File: src/rtl/vbe_pkg.sv
// Package: shared types and helpers for the vector branch evaluator.
// Assumes nothing beyond being compiled before the modules that import it.
package vbe_pkg;

    // Scan controller states
    typedef enum logic {
        ST_IDLE = 1'b0,
        ST_SCAN = 1'b1
    } vbe_state_e;

    // Per-request mode controls captured at start
    typedef struct packed {
        logic all_rule;        // every-element rule when set
        logic zero_mask;       // masked elements count as non-passing
        logic trunc_on_taken;  // outcome value that triggers truncation
        logic include_decider; // truncated length keeps the deciding element
        logic ctr_mode;        // subtract length from counter
        logic vlset_mode;      // allow vector length truncation
        logic vert_first;      // single-element operation
    } vbe_cfg_t;

    // Decide whether one element ends the scan
    function automatic logic vbe_elem_stop(
        input logic all_rule,
        input logic zero_mask,
        input logic pred_bit,
        input logic cond_bit
    );
        if (all_rule)
            return pred_bit ? ~cond_bit : zero_mask;
        else
            return pred_bit & cond_bit;
    endfunction

    // Flag the configurations that have no defined meaning
    function automatic logic vbe_cfg_undef(input vbe_cfg_t cfg);
        return cfg.vert_first & (cfg.all_rule | cfg.ctr_mode);
    endfunction

endpackage

File: src/rtl/vbe_elem_pick.sv
// Module: vbe_elem_pick
// Selects the condition and predicate bits of the element at idx using a
// one-hot decode. Assumes idx < N; out-of-range indices select nothing.
module vbe_elem_pick #(
    parameter int N     = 16,
    parameter int IDX_W = 4
) (
    input  logic [N-1:0]     cond_vec,
    input  logic [N-1:0]     pred_vec,
    input  logic [IDX_W-1:0] idx,
    output logic             cond_bit,
    output logic             pred_bit
);

    logic [N-1:0] hit;

    // One decoder slice per element position
    for (genvar g = 0; g < N; g++) begin : g_hit
        assign hit[g] = (idx == IDX_W'(g));
    end

    // AND-OR reduce the selected element
    always_comb begin
        cond_bit = |(hit & cond_vec);
        pred_bit = |(hit & pred_vec);
    end

endmodule

File: src/rtl/vbe_step_judge.sv
// Module: vbe_step_judge
// Judges the current element and reports whether it decides the branch
// and whether it is the final element of the scan window.
// Assumes limit >= 1 whenever the result is used.
module vbe_step_judge
    import vbe_pkg::*;
#(
    parameter int VL_W  = 5,
    parameter int IDX_W = 4
) (
    input  logic             all_rule,
    input  logic             zero_mask,
    input  logic             cond_bit,
    input  logic             pred_bit,
    input  logic [IDX_W-1:0] idx,
    input  logic [VL_W-1:0]  limit,
    output logic             stop,
    output logic             last
);

    // Element verdict and end-of-window detection
    always_comb begin
        stop = vbe_elem_stop(all_rule, zero_mask, pred_bit, cond_bit);
        last = (VL_W'(idx) == (limit - VL_W'(1)));
    end

endmodule

File: src/rtl/vbe_result_calc.sv
// Module: vbe_result_calc
// Forms the decision, the resulting vector length and the resulting counter
// from the scan outcome. Assumes a nonzero vector length; the zero-length
// case is handled by the caller.
module vbe_result_calc #(
    parameter int VL_W  = 5,
    parameter int CTR_W = 16,
    parameter int IDX_W = 4
) (
    input  logic             all_rule,
    input  logic             trunc_on_taken,
    input  logic             include_decider,
    input  logic             ctr_mode,
    input  logic             vlset_mode,
    input  logic             vert_first,
    input  logic [VL_W-1:0]  vl,
    input  logic [CTR_W-1:0] ctr,
    input  logic             stopped,
    input  logic [IDX_W-1:0] idx,
    output logic             taken,
    output logic [VL_W-1:0]  vl_new,
    output logic [CTR_W-1:0] ctr_new
);

    logic [VL_W-1:0] dec_pos;
    logic            trunc;

    // Decision: an early stop inverts the rule's default outcome
    always_comb begin
        taken = stopped ? ~all_rule : all_rule;
    end

    // Vector length: cut at the deciding element when the outcome matches
    always_comb begin
        dec_pos = VL_W'(idx);
        trunc   = vlset_mode & stopped & (taken == trunc_on_taken);
        if (trunc)
            vl_new = include_decider ? (dec_pos + VL_W'(1)) : dec_pos;
        else
            vl_new = vl;
    end

    // Counter: whole-length subtract, or single decrement in vertical-first
    always_comb begin
        if (!ctr_mode)
            ctr_new = ctr;
        else if (vert_first)
            ctr_new = ctr - CTR_W'(1);
        else
            ctr_new = ctr - CTR_W'(vl);
    end

endmodule

File: src/rtl/vec_branch_eval.sv
// Module: vec_branch_eval (top)
// Evaluates one vectorised conditional branch: captures the request on
// start, scans one element per cycle until the outcome is decided or the
// window ends, then pulses done with decision, length and counter.
// Assumes vl_i <= MAX_VL. Starts seen while scanning are dropped.
module vec_branch_eval
    import vbe_pkg::*;
#(
    parameter int MAX_VL = 16,
    parameter int CTR_W  = 16,
    localparam int VL_W  = $clog2(MAX_VL + 1),
    localparam int IDX_W = (MAX_VL > 1) ? $clog2(MAX_VL) : 1
) (
    input  logic              clk,
    input  logic              rst_n,
    input  logic              start_i,
    input  logic              all_i,
    input  logic              zero_i,
    input  logic              trunc_on_taken_i,
    input  logic              trunc_incl_i,
    input  logic [1:0]        mode_i,
    input  logic              vert_first_i,
    input  logic [VL_W-1:0]   vl_i,
    input  logic [CTR_W-1:0]  ctr_i,
    input  logic [MAX_VL-1:0] cond_i,
    input  logic [MAX_VL-1:0] pred_i,
    output logic              done_o,
    output logic              taken_o,
    output logic [VL_W-1:0]   vl_o,
    output logic [CTR_W-1:0]  ctr_o,
    output logic              undef_o
);

    vbe_state_e        state_q;
    vbe_cfg_t          cfg_in;
    vbe_cfg_t          cfg_q;
    logic [VL_W-1:0]   vl_q;
    logic [CTR_W-1:0]  ctr_q;
    logic [MAX_VL-1:0] cond_q;
    logic [MAX_VL-1:0] pred_q;
    logic [IDX_W-1:0]  idx_q;
    logic [VL_W-1:0]   limit;
    logic              cond_bit;
    logic              pred_bit;
    logic              stop;
    logic              last;
    logic              accept;
    logic              finish;
    logic              res_taken;
    logic [VL_W-1:0]   res_vl;
    logic [CTR_W-1:0]  res_ctr;
    logic              busy_w;

    // Pack the mode inputs into the request record
    always_comb begin
        cfg_in.all_rule        = all_i;
        cfg_in.zero_mask       = zero_i;
        cfg_in.trunc_on_taken  = trunc_on_taken_i;
        cfg_in.include_decider = trunc_incl_i;
        cfg_in.ctr_mode        = mode_i[1];
        cfg_in.vlset_mode      = mode_i[0];
        cfg_in.vert_first      = vert_first_i;
    end

    // Handshake and window derivation
    always_comb begin
        busy_w = (state_q == ST_SCAN);
        accept = (state_q == ST_IDLE) && start_i;
        limit  = cfg_q.vert_first ? VL_W'(1) : vl_q;
        finish = busy_w && (stop || last);
    end

    vbe_elem_pick #(
        .N     (MAX_VL),
        .IDX_W (IDX_W)
    ) u_pick (
        .cond_vec (cond_q),
        .pred_vec (pred_q),
        .idx      (idx_q),
        .cond_bit (cond_bit),
        .pred_bit (pred_bit)
    );

    vbe_step_judge #(
        .VL_W  (VL_W),
        .IDX_W (IDX_W)
    ) u_judge (
        .all_rule  (cfg_q.all_rule),
        .zero_mask (cfg_q.zero_mask),
        .cond_bit  (cond_bit),
        .pred_bit  (pred_bit),
        .idx       (idx_q),
        .limit     (limit),
        .stop      (stop),
        .last      (last)
    );

    vbe_result_calc #(
        .VL_W  (VL_W),
        .CTR_W (CTR_W),
        .IDX_W (IDX_W)
    ) u_calc (
        .all_rule        (cfg_q.all_rule),
        .trunc_on_taken  (cfg_q.trunc_on_taken),
        .include_decider (cfg_q.include_decider),
        .ctr_mode        (cfg_q.ctr_mode),
        .vlset_mode      (cfg_q.vlset_mode),
        .vert_first      (cfg_q.vert_first),
        .vl              (vl_q),
        .ctr             (ctr_q),
        .stopped         (stop),
        .idx             (idx_q),
        .taken           (res_taken),
        .vl_new          (res_vl),
        .ctr_new         (res_ctr)
    );

    // Capture the request when a start is accepted
    always_ff @(posedge clk) begin
        if (!rst_n) begin
            cfg_q  <= '0;
            vl_q   <= '0;
            ctr_q  <= '0;
            cond_q <= '0;
            pred_q <= '0;
        end else if (accept) begin
            cfg_q  <= cfg_in;
            vl_q   <= vl_i;
            ctr_q  <= ctr_i;
            cond_q <= cond_i;
            pred_q <= pred_i;
        end
    end

    // Scan state and element index
    always_ff @(posedge clk) begin
        if (!rst_n) begin
            state_q <= ST_IDLE;
            idx_q   <= '0;
        end else begin
            case (state_q)
                ST_IDLE: begin
                    idx_q <= '0;
                    if (accept && (vl_i != '0))
                        state_q <= ST_SCAN;
                end
                ST_SCAN: begin
                    if (finish)
                        state_q <= ST_IDLE;
                    else
                        idx_q <= idx_q + IDX_W'(1);
                end
                default: state_q <= ST_IDLE;
            endcase
        end
    end

    // Result registers and the done pulse
    always_ff @(posedge clk) begin
        if (!rst_n) begin
            done_o  <= 1'b0;
            taken_o <= 1'b0;
            vl_o    <= '0;
            ctr_o   <= '0;
            undef_o <= 1'b0;
        end else begin
            done_o <= 1'b0;
            if (accept && (vl_i == '0)) begin
                done_o  <= 1'b1;
                taken_o <= 1'b0;
                vl_o    <= '0;
                ctr_o   <= ctr_i;
                undef_o <= vbe_cfg_undef(cfg_in);
            end else if (finish) begin
                done_o  <= 1'b1;
                taken_o <= res_taken;
                vl_o    <= res_vl;
                ctr_o   <= res_ctr;
                undef_o <= vbe_cfg_undef(cfg_q);
            end
        end
    end

endmodule

File: config.mk
export PLATFORM = sky130hd
export DESIGN_NAME = vec_branch_eval
export DESIGN_NICKNAME = d
export VERILOG_FILES = /design/src/rtl/vbe_pkg.sv /design/src/rtl/vbe_elem_pick.sv /design/src/rtl/vbe_step_judge.sv /design/src/rtl/vbe_result_calc.sv /design/src/rtl/vec_branch_eval.sv
export SDC_FILE = /design/constraint.sdc
export NUM_CORES = 1
export LEC_CHECK = 0
export BUFFER_PORTS_ARGS = -buffer_cell sky130_fd_sc_hd__buf_2
export CAP_MARGIN = 30
export CORE_ASPECT_RATIO = 1.75
export CORE_MARGIN = 5
export CORE_UTILIZATION = 60
export CTS_CLUSTER_DIAMETER = 40
export DETAILED_ROUTE_END_ITERATION = 12
export PLACE_DENSITY = 0.94
export SKIP_LAST_GASP = 1
export SYNTH_ARGS = -nofsm -noshare
export SYNTH_HDL_FRONTEND = slang
export SYNTH_SLANG_ARGS = --single-unit
File: constraint.sdc
create_clock -name clk -period 6.7 [get_ports clk]
set_input_delay 0.335 -clock clk [delete_from_list [all_inputs] [get_ports clk]]
set_output_delay 0.335 -clock clk [all_outputs]
set_load 0.05 [all_outputs]
==> key figures <==
Drt
  • Antenna Violating Nets Remaining: 0
  • Routed WL: 12670 µm
  • Routed vias: 4508
  • WL/cell: 17.72 µm
  • Initial DRC Count: 372
  • Vias/cell: 6.305
  • Drt pass-1 iters: 7
  • DRC Markers: 0

CTS
  • Clock sink count: 89
  • TritonCTS clock tree: built
  • # H-tree levels: 3
  • Post-CTS sizing: 0
  • Clock-pin slew on the worst setup and hold paths: 0.06 ns
  • Worst skew pair latency: 0.35 ns
  • Root Driver: clkbuf_16
  • # Post-CTS Setup Buffers: 0
  • Clock tree buffer depth: 2
  • CTS buffer count: 9
  • CTS Hold Buffers Added: 0

Placement
  • IO Port Bufs: 86
  • Cell Area, Placed: 0.005007 mm²
  • RePlAce Congestion: 0.9671
  • Post-DP HPWL: 9107 µm

Cells and area
  • Sequential Area: 0.001782 mm²
  • Nets: 694
  • Area Growth Syn to Fin: 15.90%
  • Area of the multi-input gates: 0.002601 mm²
  • Fillers: 569
  • Fin area: 0.005326 mm²
  • Ratio of cells with drive above 1 in the final layout: 18.98%
  • # diodes: 0

Setup path
  • Worst path max stage delay: 0.54 ns
  • Setup CP Type: reg2reg
  • Startpoint types: register
  • Worst EP arrival: 3.59 ns
  • Reg2reg setup slack: 3.41 ns
  • Slowest library cell on the worst path: mux4_2
  • Crit path capture type: register
  • R2r endpoint: ctr_o[2]
  • Worst endpoint required time: 6.99 ns
  • CP max FO: 19
  • Worst reg2reg path depth: 8
  • Reg2reg start: idx_q[1]
  • CP Cell Sequence: ha_1 > a222oi_1 > mux4_2 > and2_1 > a211o_1 > and4_1 > o31ai_1 > a22o_1

Status
  • Outcome: complete, no violations

GRT
  • All-Layer GR Usage: 26.33%
  • Gr ovfl total: 0
  • Largest net degree at the start of global routing: 93
  • Antenna violations before repair: 0
  • First-pass GRT wire length: 20490 µm
  • Vias in the first global route: 4370

Logic synthesis
  • Mapped Area: 0.004596 mm²
  • Async S/R FF share, synth: 0%
  • Mapped Nets: 634
  • Yosys warning count: 0
  • Largest area contributor in the netlist: dfxtp_1
  • Synth top area cells: dfxtp_1, nand2_1, a21boi_0, clkbuf_1, xnor2_1
  • Synth Instances: 562
  • Post-synth EDFFs: 0
  • Mean area per synthesized cell: 8.177 µm²
  • Top cell type's share of synthesized area: 38.77%
  • Flops & latches, synth: 89
  • Prevailing post-synth register cell: dfxtp_1
  • Sequential-to-total area share from yosys stat: 38.77%
  • Post-synth cell types: 63

Timing
  • Fin. Hold Viols: 0
  • RSZ-0062 raised after global routing: no
  • Crit path time final: 3.295 ns
  • Max Freq: 303.5 MHz
  • Pins Over Slew Limit: 0
  • Final setup TNS: 0 ns
  • Final setup vio count: 0
  • Period utilization: 49.18%
  • Slew @ Worst Pin: 1.007 ns
  • Slew Limit Headroom: 32.60%
  • Final Skew: 0.009218 ns

Power and ir drop
  • Total leakage power: 2.112 nW
  • Power Dens Cells: 247.9 mW/mm²
  • Worst VDD drop: 204.9 µV

Floorplanning
  • Initial Utilization: 61.16%
  • Num rows: 42
  • Core box area: 0.007515 mm²
  • I/O pin cnt: 87
  • Total Die Area: 0.009578 mm²
  • Vert. Die Dim: 125.8 µm
  • Chip width: 76.16 µm

Hold path
  • Hold depth: 3
  • Hold endpoint: cond_q[7]
  • Min-Delay Path Class: in2reg
  • Worst Hold Launch: cond_i[7]

Run
  • Max-Cap Viols: 0
==> cell type report <==
class,count,share of cell area [%]
multi-input cells,420,48.84
clock buffers,9,4.228
flip-flops and latches,89,33.45
repair buffers,89,8.739
clock inverters,7,1.762
well taps,88,2.067
inverters,13,0.9161
==> where the power goes <==
group          switching (mW)  internal [mW]
Combinational           0.117         0.0755
Sequential             0.0316          0.557
Clock                   0.213          0.326
Total                   0.362          0.959
==> stage by stage <==
stage | utilization (%) | hold WS (ns) | worst slack [ns] | std cells | power [mW]
after floorplan | - | 0.4393 | 4.081 | 562 | 0.7273
after global placement | 66.37 | 0.4484 | 3.534 | 698 | 0.7766
after detailed placement | 66.63 | 0.4572 | 3.480 | 699 | 0.7878
after CTS | 70.88 | 0.2241 | 3.447 | 715 | 1.322
after global routing | 70.88 | 0.2339 | 3.092 | 715 | 1.370
final | 70.88 | 0.2285 | 3.405 | 715 | 1.320
==> worst max path at each step <==
stage | from | end
CTS | idx_q[1] | ctr_o[2]
floorplan | cfg_q[0] | ctr_o[13]
finish | idx_q[1] | ctr_o[2]
global route | idx_q[1] | ctr_o[7]
global placement | busy_w | ctr_o[15]
detailed placement | idx_q[0] | ctr_o[2]
==> placed cells by master (no fill, tap or decap), drive strengths merged, types with 8 or more instances in the layout <==
cell type  instances
a21oi             17
inv               14
clkbuf             9
xor2               8
nand2            152
xnor2             13
o21ai             23
nand3              8
dfxtp             89
a21boi            60
nor2              12
buf               89
a22o               8
ha                 8
nor2b              8
==> registers in the layout (all words and copies together), names as in the netlist, 4 cells and up <==
register,flops
ctr_q,16
cond_q,16
cfg_q,7
vl_o,5
pred_q,16
vl_q,5
idx_q,4
ctr_o,16
==> cell usage after synthesis, drive strengths merged, types with 12 or more instances <==
cell      n
nor2     12
o21ai    23
a21oi    17
xnor2    13
inv      13
a21boi   60
clkbuf   32
nand2   152
dfxtp    89
==> critical path: cells and delay by family (launching register included) <==
kind | cells | cell delay (ns)
AOI/OAI and AO/OA | 4 | 1.15
and+or+nand+nor | 2 | 0.63
muxes | 1 | 0.54
DFF | 1 | 0.47
adders and majority gates | 1 | 0.45
==> cell families (layout without fill, tap and decap cells) <==
family | Yosys count | after routing | synth area share (%)
xor gates and xnor gates | 21 | 21 | 4.002
adders and majority gates | 9 | 9 | 2.614
and+or+nand+nor | 219 | 219 | 21.10
DFF | 89 | 89 | 38.77
buffers and inverters | 53 | 118 | 4.846
AOI/OAI and AO/OA | 163 | 163 | 26.30
muxes | 8 | 8 | 2.369
==> routing by layer <==
| metal | up-vias | GRT usage (%) | part of all wire, % |
|---|---|---|---|
| met5 | - | 0 | 0 |
| met4 | 0 | 19.46 | 6.3 |
| met1 | 2111 | 26.82 | 35 |
| li1 | 2100 | - | - |
| met2 | 234 | 46.72 | 52 |
| met3 | 63 | 5.071 | 6.6 |
Note: power is estimated with default switching activity, not from simulation.
